$ cat src/rtl/vcm_pkg.sv
package vcm_pkg;

    localparam logic [2:0] REL_EQ = 3'd0;
    localparam logic [2:0] REL_NE = 3'd1;
    localparam logic [2:0] REL_GT = 3'd2;
    localparam logic [2:0] REL_LT = 3'd3;
    localparam logic [2:0] REL_GE = 3'd4;
    localparam logic [2:0] REL_LE = 3'd5;

    localparam int REL_CODES = 8;

    typedef enum logic [1:0] {
        ST_IDLE   = 2'd0,
        ST_RUN    = 2'd1,
        ST_FINISH = 2'd2
    } vcm_state_e;

endpackage

$ cat src/rtl/vcm_compare.sv
module vcm_compare
    import vcm_pkg::*;
#(
    parameter int ELEM_W = 64
) (
    input  logic [2:0]        cond_i,
    input  logic [ELEM_W-1:0] a_i,
    input  logic [ELEM_W-1:0] b_i,
    output logic              hit_o
);

    logic              is_eq;
    logic              is_lt;
    logic [REL_CODES-1:0] rel;

    assign is_eq = (a_i == b_i);
    assign is_lt = ($signed(a_i) < $signed(b_i));

    // One relation per code; the reserved codes evaluate to false.
    for (genvar g = 0; g < REL_CODES; g++) begin : g_rel
        if (g == int'(REL_EQ)) begin : g_eq
            assign rel[g] = is_eq;
        end else if (g == int'(REL_NE)) begin : g_ne
            assign rel[g] = ~is_eq;
        end else if (g == int'(REL_GT)) begin : g_gt
            assign rel[g] = ~is_lt & ~is_eq;
        end else if (g == int'(REL_LT)) begin : g_lt
            assign rel[g] = is_lt;
        end else if (g == int'(REL_GE)) begin : g_ge
            assign rel[g] = ~is_lt;
        end else if (g == int'(REL_LE)) begin : g_le
            assign rel[g] = is_lt | is_eq;
        end else begin : g_rsv
            assign rel[g] = 1'b0;
        end
    end

    always_comb begin
        hit_o = rel[cond_i];
    end

endmodule

$ cat src/rtl/vcm_mask_reg.sv
module vcm_mask_reg #(
    parameter int MVL = 64,
    parameter int IW  = 6,
    parameter int LW  = 7
) (
    input  logic           clk,
    input  logic           rst_n,
    input  logic           wr_en_i,
    input  logic [IW-1:0]  wr_idx_i,
    input  logic           wr_bit_i,
    input  logic           trim_en_i,
    input  logic [LW-1:0]  trim_len_i,
    input  logic           op_valid_i,
    input  logic [IW-1:0]  op_idx_i,
    output logic [MVL-1:0] mask_o,
    output logic           op_en_o
);

    logic [MVL-1:0] keep;
    logic [MVL-1:0] mask_q;
    logic [MVL-1:0] mask_d;

    // Positions below the trim length survive a completion.
    for (genvar g = 0; g < MVL; g++) begin : g_keep
        assign keep[g] = (trim_len_i > LW'(g));
    end

    always_comb begin
        mask_d = mask_q;
        if (wr_en_i) begin
            mask_d[wr_idx_i] = wr_bit_i;
        end
        if (trim_en_i) begin
            mask_d = mask_d & keep;
        end
    end

    always_ff @(posedge clk or negedge rst_n) begin
        if (!rst_n) begin
            mask_q <= '0;
        end else begin
            mask_q <= mask_d;
        end
    end

    assign mask_o  = mask_q;
    assign op_en_o = op_valid_i & mask_q[op_idx_i];

    p_trim_clears_r6: assert property (@(posedge clk) disable iff (!rst_n)
        trim_en_i |=> ((mask_q & ~$past(keep)) == '0));

    p_hold_r12: assert property (@(posedge clk) disable iff (!rst_n)
        (!wr_en_i && !trim_en_i) |=> $stable(mask_q));

    p_write_lands_r4: assert property (@(posedge clk) disable iff (!rst_n)
        (wr_en_i && !trim_en_i) |=> (mask_q[$past(wr_idx_i)] == $past(wr_bit_i)));

    p_gate_needs_valid_r10: assert property (@(posedge clk) disable iff (!rst_n)
        op_en_o |-> op_valid_i);

endmodule

$ cat src/rtl/vcm_ctrl.sv
module vcm_ctrl
    import vcm_pkg::*;
#(
    parameter int ELEM_W = 64,
    parameter int MVL    = 64,
    parameter int IW     = 6,
    parameter int LW     = 7
) (
    input  logic              clk,
    input  logic              rst_n,
    input  logic              start_i,
    input  logic [2:0]        cond_i,
    input  logic              scalar_mode_i,
    input  logic [LW-1:0]     vl_i,
    input  logic [ELEM_W-1:0] scalar_i,
    input  logic              elem_valid_i,
    output logic [2:0]        cond_o,
    output logic              scalar_mode_o,
    output logic [ELEM_W-1:0] scalar_o,
    output logic              wr_en_o,
    output logic [IW-1:0]     wr_idx_o,
    output logic              trim_en_o,
    output logic [LW-1:0]     trim_len_o,
    output logic              busy_o,
    output logic              done_o
);

    vcm_state_e        state_q;
    vcm_state_e        state_d;
    logic [IW-1:0]     idx_q;
    logic [LW-1:0]     vl_q;
    logic [2:0]        cond_q;
    logic              smode_q;
    logic [ELEM_W-1:0] scalar_q;

    logic [LW-1:0]     vl_clamped;
    logic              take_cmd;
    logic              accept;
    logic              last;

    assign vl_clamped = (vl_i > LW'(MVL)) ? LW'(MVL) : vl_i;
    assign take_cmd   = (state_q == ST_IDLE) && start_i;
    assign accept     = (state_q == ST_RUN) && elem_valid_i;
    assign last       = accept && (LW'(idx_q) == (vl_q - LW'(1)));

    always_comb begin
        state_d = state_q;
        unique case (state_q)
            ST_IDLE: begin
                if (start_i) begin
                    state_d = (vl_clamped == '0) ? ST_FINISH : ST_RUN;
                end
            end
            ST_RUN: begin
                if (last) begin
                    state_d = ST_FINISH;
                end
            end
            ST_FINISH: begin
                state_d = ST_IDLE;
            end
            default: begin
                state_d = ST_IDLE;
            end
        endcase
    end

    always_ff @(posedge clk or negedge rst_n) begin
        if (!rst_n) begin
            state_q <= ST_IDLE;
        end else begin
            state_q <= state_d;
        end
    end

    always_ff @(posedge clk or negedge rst_n) begin
        if (!rst_n) begin
            idx_q    <= '0;
            vl_q     <= '0;
            cond_q   <= '0;
            smode_q  <= 1'b0;
            scalar_q <= '0;
        end else if (take_cmd) begin
            idx_q    <= '0;
            vl_q     <= vl_clamped;
            cond_q   <= cond_i;
            smode_q  <= scalar_mode_i;
            scalar_q <= scalar_i;
        end else if (accept) begin
            idx_q <= idx_q + IW'(1);
        end
    end

    always_comb begin
        busy_o        = (state_q != ST_IDLE);
        done_o        = (state_q == ST_FINISH);
        wr_en_o       = accept;
        wr_idx_o      = idx_q;
        trim_en_o     = last || (take_cmd && (vl_clamped == '0));
        trim_len_o    = (state_q == ST_IDLE) ? vl_clamped : vl_q;
        cond_o        = cond_q;
        scalar_mode_o = smode_q;
        scalar_o      = scalar_q;
    end

    p_done_pulse_r5: assert property (@(posedge clk) disable iff (!rst_n)
        done_o |=> !done_o);

    p_cmd_ignored_r9: assert property (@(posedge clk) disable iff (!rst_n)
        (state_q != ST_IDLE) |=> ($stable(vl_q) && $stable(cond_q) && $stable(smode_q)));

    p_idx_in_range_r4: assert property (@(posedge clk) disable iff (!rst_n)
        (state_q == ST_RUN) |-> (LW'(idx_q) < vl_q));

    p_len_clamped_r8: assert property (@(posedge clk) disable iff (!rst_n)
        (state_q != ST_IDLE) |-> (vl_q <= LW'(MVL)));

    p_zero_len_r7: assert property (@(posedge clk) disable iff (!rst_n)
        (take_cmd && (vl_i == '0)) |=> done_o);

endmodule

$ cat src/rtl/vec_cmp_mask.sv
module vec_cmp_mask #(
    parameter  int ELEM_W = 64,
    parameter  int MVL    = 64,
    localparam int IW     = (MVL > 1) ? $clog2(MVL) : 1,
    localparam int LW     = $clog2(MVL + 1)
) (
    input  logic              clk,
    input  logic              rst_n,
    input  logic              start_i,
    input  logic [2:0]        cond_i,
    input  logic              scalar_mode_i,
    input  logic [LW-1:0]     vl_i,
    input  logic [ELEM_W-1:0] scalar_i,
    input  logic              elem_valid_i,
    input  logic [ELEM_W-1:0] elem_a_i,
    input  logic [ELEM_W-1:0] elem_b_i,
    input  logic              op_valid_i,
    input  logic [IW-1:0]     op_idx_i,
    output logic              busy_o,
    output logic              done_o,
    output logic [MVL-1:0]    mask_o,
    output logic              op_en_o
);

    logic [2:0]        cond_q;
    logic              smode_q;
    logic [ELEM_W-1:0] scalar_q;
    logic              wr_en;
    logic [IW-1:0]     wr_idx;
    logic              trim_en;
    logic [LW-1:0]     trim_len;
    logic [ELEM_W-1:0] rhs;
    logic              hit;

    vcm_ctrl #(
        .ELEM_W (ELEM_W),
        .MVL    (MVL),
        .IW     (IW),
        .LW     (LW)
    ) u_ctrl (
        .clk           (clk),
        .rst_n         (rst_n),
        .start_i       (start_i),
        .cond_i        (cond_i),
        .scalar_mode_i (scalar_mode_i),
        .vl_i          (vl_i),
        .scalar_i      (scalar_i),
        .elem_valid_i  (elem_valid_i),
        .cond_o        (cond_q),
        .scalar_mode_o (smode_q),
        .scalar_o      (scalar_q),
        .wr_en_o       (wr_en),
        .wr_idx_o      (wr_idx),
        .trim_en_o     (trim_en),
        .trim_len_o    (trim_len),
        .busy_o        (busy_o),
        .done_o        (done_o)
    );

    assign rhs = smode_q ? scalar_q : elem_b_i;

    vcm_compare #(
        .ELEM_W (ELEM_W)
    ) u_cmp (
        .cond_i (cond_q),
        .a_i    (elem_a_i),
        .b_i    (rhs),
        .hit_o  (hit)
    );

    vcm_mask_reg #(
        .MVL (MVL),
        .IW  (IW),
        .LW  (LW)
    ) u_mask (
        .clk        (clk),
        .rst_n      (rst_n),
        .wr_en_i    (wr_en),
        .wr_idx_i   (wr_idx),
        .wr_bit_i   (hit),
        .trim_en_i  (trim_en),
        .trim_len_i (trim_len),
        .op_valid_i (op_valid_i),
        .op_idx_i   (op_idx_i),
        .mask_o     (mask_o),
        .op_en_o    (op_en_o)
    );

    p_busy_with_done_r5: assert property (@(posedge clk) disable iff (!rst_n)
        done_o |-> busy_o);

endmodule

$ cat config.mk
export PLATFORM = sky130hd
export DESIGN_NAME = vec_cmp_mask
export DESIGN_NICKNAME = d
export VERILOG_FILES = /design/src/rtl/vcm_pkg.sv /design/src/rtl/vcm_compare.sv /design/src/rtl/vcm_mask_reg.sv /design/src/rtl/vcm_ctrl.sv /design/src/rtl/vec_cmp_mask.sv
export SDC_FILE = /design/constraint.sdc
export NUM_CORES = 1
export LEC_CHECK = 0
export BUFFER_PORTS_ARGS = -buffer_cell sky130_fd_sc_hd__buf_2
export CAP_MARGIN = 20
export CORE_MARGIN = 1.5
export CORE_UTILIZATION = 25
export CTS_BUF_LIST = sky130_fd_sc_hd__clkbuf_4
export DETAILED_ROUTE_END_ITERATION = 12
export PLACE_DENSITY = 0.58
export SLEW_MARGIN = 20
export SYNTH_ARGS = -nofsm -noshare
export SYNTH_HDL_FRONTEND = slang
export SYNTH_SLANG_ARGS = --single-unit
$ cat constraint.sdc
create_clock -name clk -period 3.7 [get_ports clk]
set_input_delay 0 -clock clk [delete_from_list [all_inputs] [get_ports clk]]
set_output_delay 0 -clock clk [all_outputs]
set_load 0.02 [all_outputs]
==> results of run 1 <==
routing by layer:
metal	wire (um)	vias up	share of wire [%]	global-route usage, %
met5	10	-	0.026	0
met4	789	2	2.0	5.96
met3	2420	54	6.2	3.86
met2	18500	387	47	30.6
met1	17500	4895	45	25.8
li1	-	4674	-	-
registers in the layout, indices dropped and copies added (netlist names):
signal and cells:
u_ctrl.scalar_o 64, u_mask.mask_o 64, u_ctrl.vl_q 7, u_ctrl.wr_idx_o 6
u_ctrl.cond_o 3, u_ctrl.state_q 2, u_ctrl.scalar_mode_o 1
cells in the final DEF, fill, tap and decap left out, drive strengths merged, types with 16 or more instances in the layout:
cell type,count
mux4,21
dfrtp,147
nor2,71
buf,323
ha,66
nand3,16
inv,20
clkbuf,23
o21ai,41
dlygate4sd3,93
a311oi,25
mux2i,66
nand2,272
a31oi,18
a21oi,106
worst min-delay path by stage:
| stage | cells after the start | from | end | slack (ns) |
|---|---|---|---|---|
| after floorplan | 0 | rst_n | u_ctrl.cond_o[0] | -0.30 |
| after global placement | 1 | rst_n | u_ctrl.scalar_o[16] | 0.19 |
| after detailed placement | 1 | rst_n | u_ctrl.scalar_o[13] | 0.19 |
| after CTS | 4 | scalar_i[54] | u_ctrl.scalar_o[54] | 0.01 |
| after global routing | 4 | scalar_i[23] | u_ctrl.scalar_o[23] | 0.04 |
| final | 2 | rst_n | u_ctrl.scalar_o[14] | 0.02 |
cells in the mapped netlist, types with 4 or more instances:
cell      number
and2_1         6
nor3b_1        5
nor3_1        13
a311oi_2      10
or2_2          4
o22ai_1       15
mux2i_1       66
a21o_1        12
mux4_2        21
nand3_1       15
ha_1          66
buf_1          9
nor4_1         8
o21ai_0       38
buf_6          6
or3_1          5
a21oi_1      103
nor2_1        71
nand2b_1      12
a211o_1        4
a311oi_1      15
nand2_1      272
dfrtp_1      147
clkbuf_1      41
and3_1         5
xnor2_1        8
o21a_1         4
xor2_1         6
inv_1         10
nand4_1       15
a31oi_1       18
buf_2          7
final cells by class:
type	count	area (um2)	area share [%]
antenna	4	10.0	0.0737
clock buffer	17	128	0.940
clock inverter	15	161	1.19
inverter	10	37.5	0.276
multi-input combinational	865	5960	43.9
sequential	147	3680	27.1
tap	511	639	4.71
timing repair buffer	423	2970	21.8
through the flow:
stage	total power, mW	utilization [%]
floorplan	5.66	-
global placement	7.04	30.9
detailed placement	7.11	30.9
CTS	8.70	34.3
global route	10.2	35.9
finish	9.49	35.9
critical path, stage by stage, from the launching register on:
cell,delay (ns)
dfrtp_4,0.58
buf_12,0.17
buf_16,0.14
mux2i_2,0.14
ha_1,0.34
a21oi_2,0.14
nand2_1,0.08
a221oi_2,0.26
nor3b_4,0.36
o22ai_4,0.12
or3_4,0.36
nand4_1,0.11
nor3b_4,0.22
buf_12,0.18
clkbuf_16,0.19
a311oi_1,0.10
power by group through the flow:
stage | clock (mW) | combinational, mW | sequential (mW)
detailed placement | 0 | 4.43 | 2.68
CTS | 1.17 | 4.87 | 2.66
global placement | 0 | 4.37 | 2.67
finish | 1.11 | 5.70 | 2.68
global route | 1.23 | 6.17 | 2.76
floorplan | 0 | 3.01 | 2.65
logic make-up (layout without fill, tap and decap cells):
group | count (synthesis) | after routing | synth area share [%]
simple gates | 446 | 446 | 20.0
compound gates | 251 | 251 | 16.8
flops | 147 | 147 | 38.1
mux | 88 | 88 | 11.9
buf+inv | 74 | 465 | 3.47
fa+ha+maj | 66 | 66 | 8.55
xor+xnor | 14 | 14 | 1.27
other cells | 0 | 4 | 0
timing repair:
action / CTS / global route
pin swaps: 0 / 14
hold endpoints to repair: 177 / 0
setup endpoints to repair: 35 / 64
resized for setup: 3 / 56
gates cloned: 2 / 7
setup buffers: 1 / 10
hold buffers: 93 / 0
==> metrics.txt, run 1 <==
Post-synth EDFFs=0; # rows=71; switching pwr=4.50 mW; final WL=39200 um; drc violations=0; Flop pwr share=28.2%; Placed Area=0.0117 mm2; r2r endpoint=u_mask.mask_o[34]; status=completed; FF-to-FF path depth=15; worst hold slack=0.0220 ns; ranking of synthesized cells by area=dfrtp_1 (38%), nand2_1 (11%), ha_1 (8.6%); Slew HR=32.1%; setup slack after layout=0.0575 ns; DIE AREA=0.0398 mm2; routed via count=10000; Mapped Area=0.00966 mm2; Syn Nets=1366; Area growth syn-to-layout=40.6%; Post-Syn Instances=1086; Reg2Reg Setup Slack=0.06 ns; Slew @ Worst Pin=1.02 ns; part of the Yosys area used for sequential elements=38.1%; crit path DAT=4.12 ns; GR Overflow Total=0; Final #Nets=1744; DRT Pass-1 Iters=5; portion of total power attributed to the clock network=11.7%; final worst path period share=98.4%; Comb power frac=60.0%; RSZ-0062 raised after global routing=yes; Top Ports=281; Max-Cap Viols=0; critical path endpoint=u_mask.mask_o[34]; Hold Fails Final Rpt=0; share of synthesized registers carrying an async set or reset=100%; HP Class=in2async; PortBufs=280; max-slew violation count=0; global-route wire length before repair=57200 um; Pint=4.99 mW; chip width=200 um; Finished Cell Area=0.0136 mm2; largest net degree at the start of global routing=99; R2R Path Start=u_ctrl.scalar_mode_o; first-iteration detailed-routing DRC count=747; vias in the first global route=9829; Setup TNS Final=0 ns; layout cell share with drive strength beyond 1=30.3%; number of synthesis warnings=0; CP startpoint=u_ctrl.scalar_mode_o; Tmin final=3.64 ns; #FFs+latches synth=147; CP Capture Type=register; Main synth FF type=dfrtp_1; switching share of power=47.4%; # H-tree levels=4; global router's overall resource usage=19.1%; Leak=6.53 nW; post-synthesis cell type count=60; Initial Util=25.5%; initial antenna violation count=5; placer congestion estimate=0.927; vias per cell=5.03; core area=0.0378 mm2; Power Dens Cells=699 mW/mm2; area share of the largest cell type after synthesis=38.1%; DP HPWL=27400 um; Final setup viols=0; CTS root buf=clkbuf_4; CTS buffer count=17; Peak VDD IR=280 uV; later-pin clock latency in the skew report=0.61 ns; leading area contributor after synthesis=dfrtp_1; Worst Skew=0.0295 ns; dpl ws=-0.0324 ns; Crit path required time=4.17 ns; filler cell count in the final layout=3913; clock tree buffer depth=2; CTS tree=done; Worst-path clk slew=0.15 ns; wire per inst=19.7 um; Fmax=0.275 GHz; Max FO, Critical Path=8; Post-DRT Antenna Nets=0; fin cells=1992; Clock Sinks=147; critical path class=reg2reg; Worst setup SP type=register; Mean Syn Cell Area=8.89 um2; Die Height=200 um; Cells after DPL=1844
(Power assumes the default switching activity.)
==> inputs of run 2 (changes only) <==
- PLACE_DENSITY: 0.58 -> 0.56
- clock period: 3.7 -> 4.1 ns (I/O delays scaled with it)
==> run 2 against run 1 <==
  * Sequential power shrank 8.6%
  * Worst hold slack gained 0.081 ns
  * Critical path depth shrank 2
  * Sequential cell count is the same
  * Non-clock buffer count shrank 20
  * Core utilization shrank 1.5 points
  * Combinational power shrank 27%
  * Final cell count shrank 0.75%
  * Wire length shrank 5.8%
  * Clock power is essentially flat
  * Global-route usage shrank 0.61 points
  * Register-to-register slack gained 0.21 ns
==> metrics.txt, run 2 (synthesis gave the netlist of run 1 again) <==
PortBufs=280 (unchanged); Clock Sinks=147 (unchanged); met2 Use GR=29.1% (-1.4 points); core area=0.0378 mm2 (unchanged); RSZ-0062 raised after global routing=no; CTS tree=done; DIE AREA=0.0398 mm2 (unchanged); Hold Fails Final Rpt=0 (unchanged); # rows=71 (unchanged); vias per cell=4.90 (-2.5%); Worst Skew=0.0429 ns (+0.0135 ns); Max FO, Critical Path=64 (+56); Worst-path clk slew=0.15 ns (about the same); Reg2Reg Setup Slack=0.27 ns (+0.21 ns); Peak VDD IR=447 uV (+60%); crit-path cells=buf_4 > mux2i_1 > ha_1 > nand4_1 > nor4_1 > and4_1 > a2bb2oi_1 > o211ai_1 > o21ai_0 > nand4_1 > nor3b_4 > buf_12 > a311oi_2; Worst path slowest cell=dfrtp_4; CP Buf/Inv Count=2 (-2); final WL=36900 um (-5.8%); crit path DAT=4.28 ns (+0.16 ns); Crit path required time=4.54 ns (+0.37 ns); GR Overflow Total=0 (unchanged); drc violations=0 (unchanged); chip width=200 um (unchanged); met3 global-route usage=4.57% (+0.71 points); Initial Util=25.5% (unchanged); CP peak stage delay=0.69 ns (+0.11 ns); Slew HR=31.6% (-0.50 points); HP Class=in2reg; DP HPWL=26900 um (-1.7%); portion of total power attributed to the clock network=14.5% (+2.8 points); layout cell share with drive strength beyond 1=26.6% (-3.8 points); Flop pwr share=31.7% (+3.5 points); Area growth syn-to-layout=34.7%; critical path class=reg2reg; vias in the first global route=9699 (-1.3%); # H-tree levels=4 (unchanged); Comb power frac=53.8% (-6.2 points); cell family contributing the most delay on the critical path=simple AND/OR/NAND/NOR gates; routing usage on met1=24.5% (-1.4 points); Most Crowded Layer GR=met2; most used cell along the critical path=nand4_1; wire per inst=18.7 um (-5.1%); initial antenna violation count=10 (+5); Slew @ Worst Pin=1.02 ns (+0.00193 ns); Final setup viols=0 (unchanged); Post-DRT Antenna Nets=0 (unchanged); Sequential Area=0.00368 mm2 (unchanged); final worst path period share=93.5% (-4.9 points); Leak=6.33 nW (-3.0%); most frequent cells in the layout=buf_2 (279), nand2_1 (271), dfrtp_1 (146); max-slew violation count=0 (unchanged); Final #Nets=1724 (-1.1%); Worst setup SP type=register; placer congestion estimate=0.900 (-2.9%); Multi-input gate area=0.00566 mm2 (-5.0%); most common cell after layout, fill and taps aside=buf_2; Tmin final=3.83 ns (+0.191 ns); CTS buffer count=17 (unchanged); CP Capture Type=register; largest net degree at the start of global routing=76 (-23%); CTS root buf=clkbuf_4; global-route wire length before repair=55500 um (-3.1%); switching pwr=3.59 mW (-20%); clock tree buffer depth=2 (unchanged); Pint=4.13 mW (-17%); Fmax=0.261 GHz (-5.0%); total power=7.72 mW (-19%); status=completed; Die Height=200 um (unchanged); first-iteration detailed-routing DRC count=628 (-16%); later-pin clock latency in the skew report=0.61 ns (about the same); Power Dens Cells=593 mW/mm2 (-15%); routed via count=9693 (-3.2%); switching share of power=46.5% (-0.85 points); filler cell count in the final layout=3996 (+2.1%); DRT Pass-1 Iters=5 (unchanged); Top Ports=281 (unchanged); global router's overall resource usage=18.5% (-0.61 points); Max-Cap Viols=0 (unchanged); Setup TNS Final=0 ns (unchanged)
-- run 2: changes by cell type in the layout (fill, tap and decap cells not counted), moves of 4 or more --
| cell | change |
|---|---|
| clkbuf_16 | -6 |
| a311oi_1 | +6 |
| diode_2 | +5 |
| a21oi_1 | +4 |
| a31oi_4 | -4 |
| buf_4 | -12 |
| inv_8 | -4 |
| dlygate4sd3_1 | +4 |
| a311oi_2 | -6 |
| a31oi_1 | +4 |
| mux2i_1 | +6 |
| mux2i_2 | -4 |
-- run 2: final timing paths --
path                                       from             endpoint  depth (start not counted)
setup reg to reg           u_ctrl.scalar_mode_o    u_mask.mask_o[60]                         13
max in group asynchronous                 rst_n    u_mask.mask_o[13]                          4
min in group asynchronous                 rst_n  u_ctrl.scalar_o[12]                          4
setup / recovery           u_ctrl.scalar_mode_o    u_mask.mask_o[60]                         13
hold / removal                     scalar_i[55]  u_ctrl.scalar_o[55]                          4
hold reg to reg             u_ctrl.scalar_o[45]  u_ctrl.scalar_o[45]                          2
-- run 2: worst register-to-register path: cells and delay by family, from the launching register on --
kind | cells | cell delay (ns)
buf+inv | 2 | 0.61
compound gates | 4 | 0.59
simple gates | 5 | 1.35
flops | 1 | 0.69
fa+ha+maj | 1 | 0.32
mux | 1 | 0.11
-- run 2: repair_timing --
item                                    in CTS  in global routing
endpoints found under the hold margin      143                  0
resized for setup                            0                  0
hold buffers                                98                  0
endpoints found under the setup margin       0                 64
setup buffers                                0                  1
-- run 2: layer usage --
layer	wire, um	share of wire, %
met1	16600	45
met2	17300	47
met3	2300	6.2
met4	701	1.9
met5	10	0.027
-- run 2: cell type report --
type / count / area share [%]
Clock buffer: 18 / 1.04
Clock inverter: 14 / 1.52
Antenna cell: 9 / 0.173
Tap cell: 511 / 4.91
Timing Repair Buffer: 403 / 20.3
Inverter: 10 / 0.288
Multi-Input combinational cell: 865 / 43.5
Sequential cell: 147 / 28.3
-- run 2: power groups by stage --
| stage | logic [mW] | clock network (mW) | registers (mW) |
|---|---|---|---|
| after floorplan | 2.72 | 0 | 2.39 |
| after global placement | 3.82 | 0 | 2.49 |
| after detailed placement | 3.86 | 0 | 2.50 |
| after CTS | 4.07 | 1.17 | 2.47 |
| after global routing | 4.61 | 1.21 | 2.52 |
| final | 4.15 | 1.12 | 2.45 |
-- run 2: through the flow --
step	cells	cell area, um2	setup WS, ns	util (%)	hold WS, ns
after floorplan	1086	9660	0.551	-	-0.296
after global placement	1837	11600	0.260	30.7	0.0473
after detailed placement	1837	11600	0.141	30.7	0.0551
after CTS	1967	13000	0.0963	34.3	0.0463
after global routing	1977	13000	0.0323	34.4	0.0608
final	1977	13000	0.266	34.4	0.103
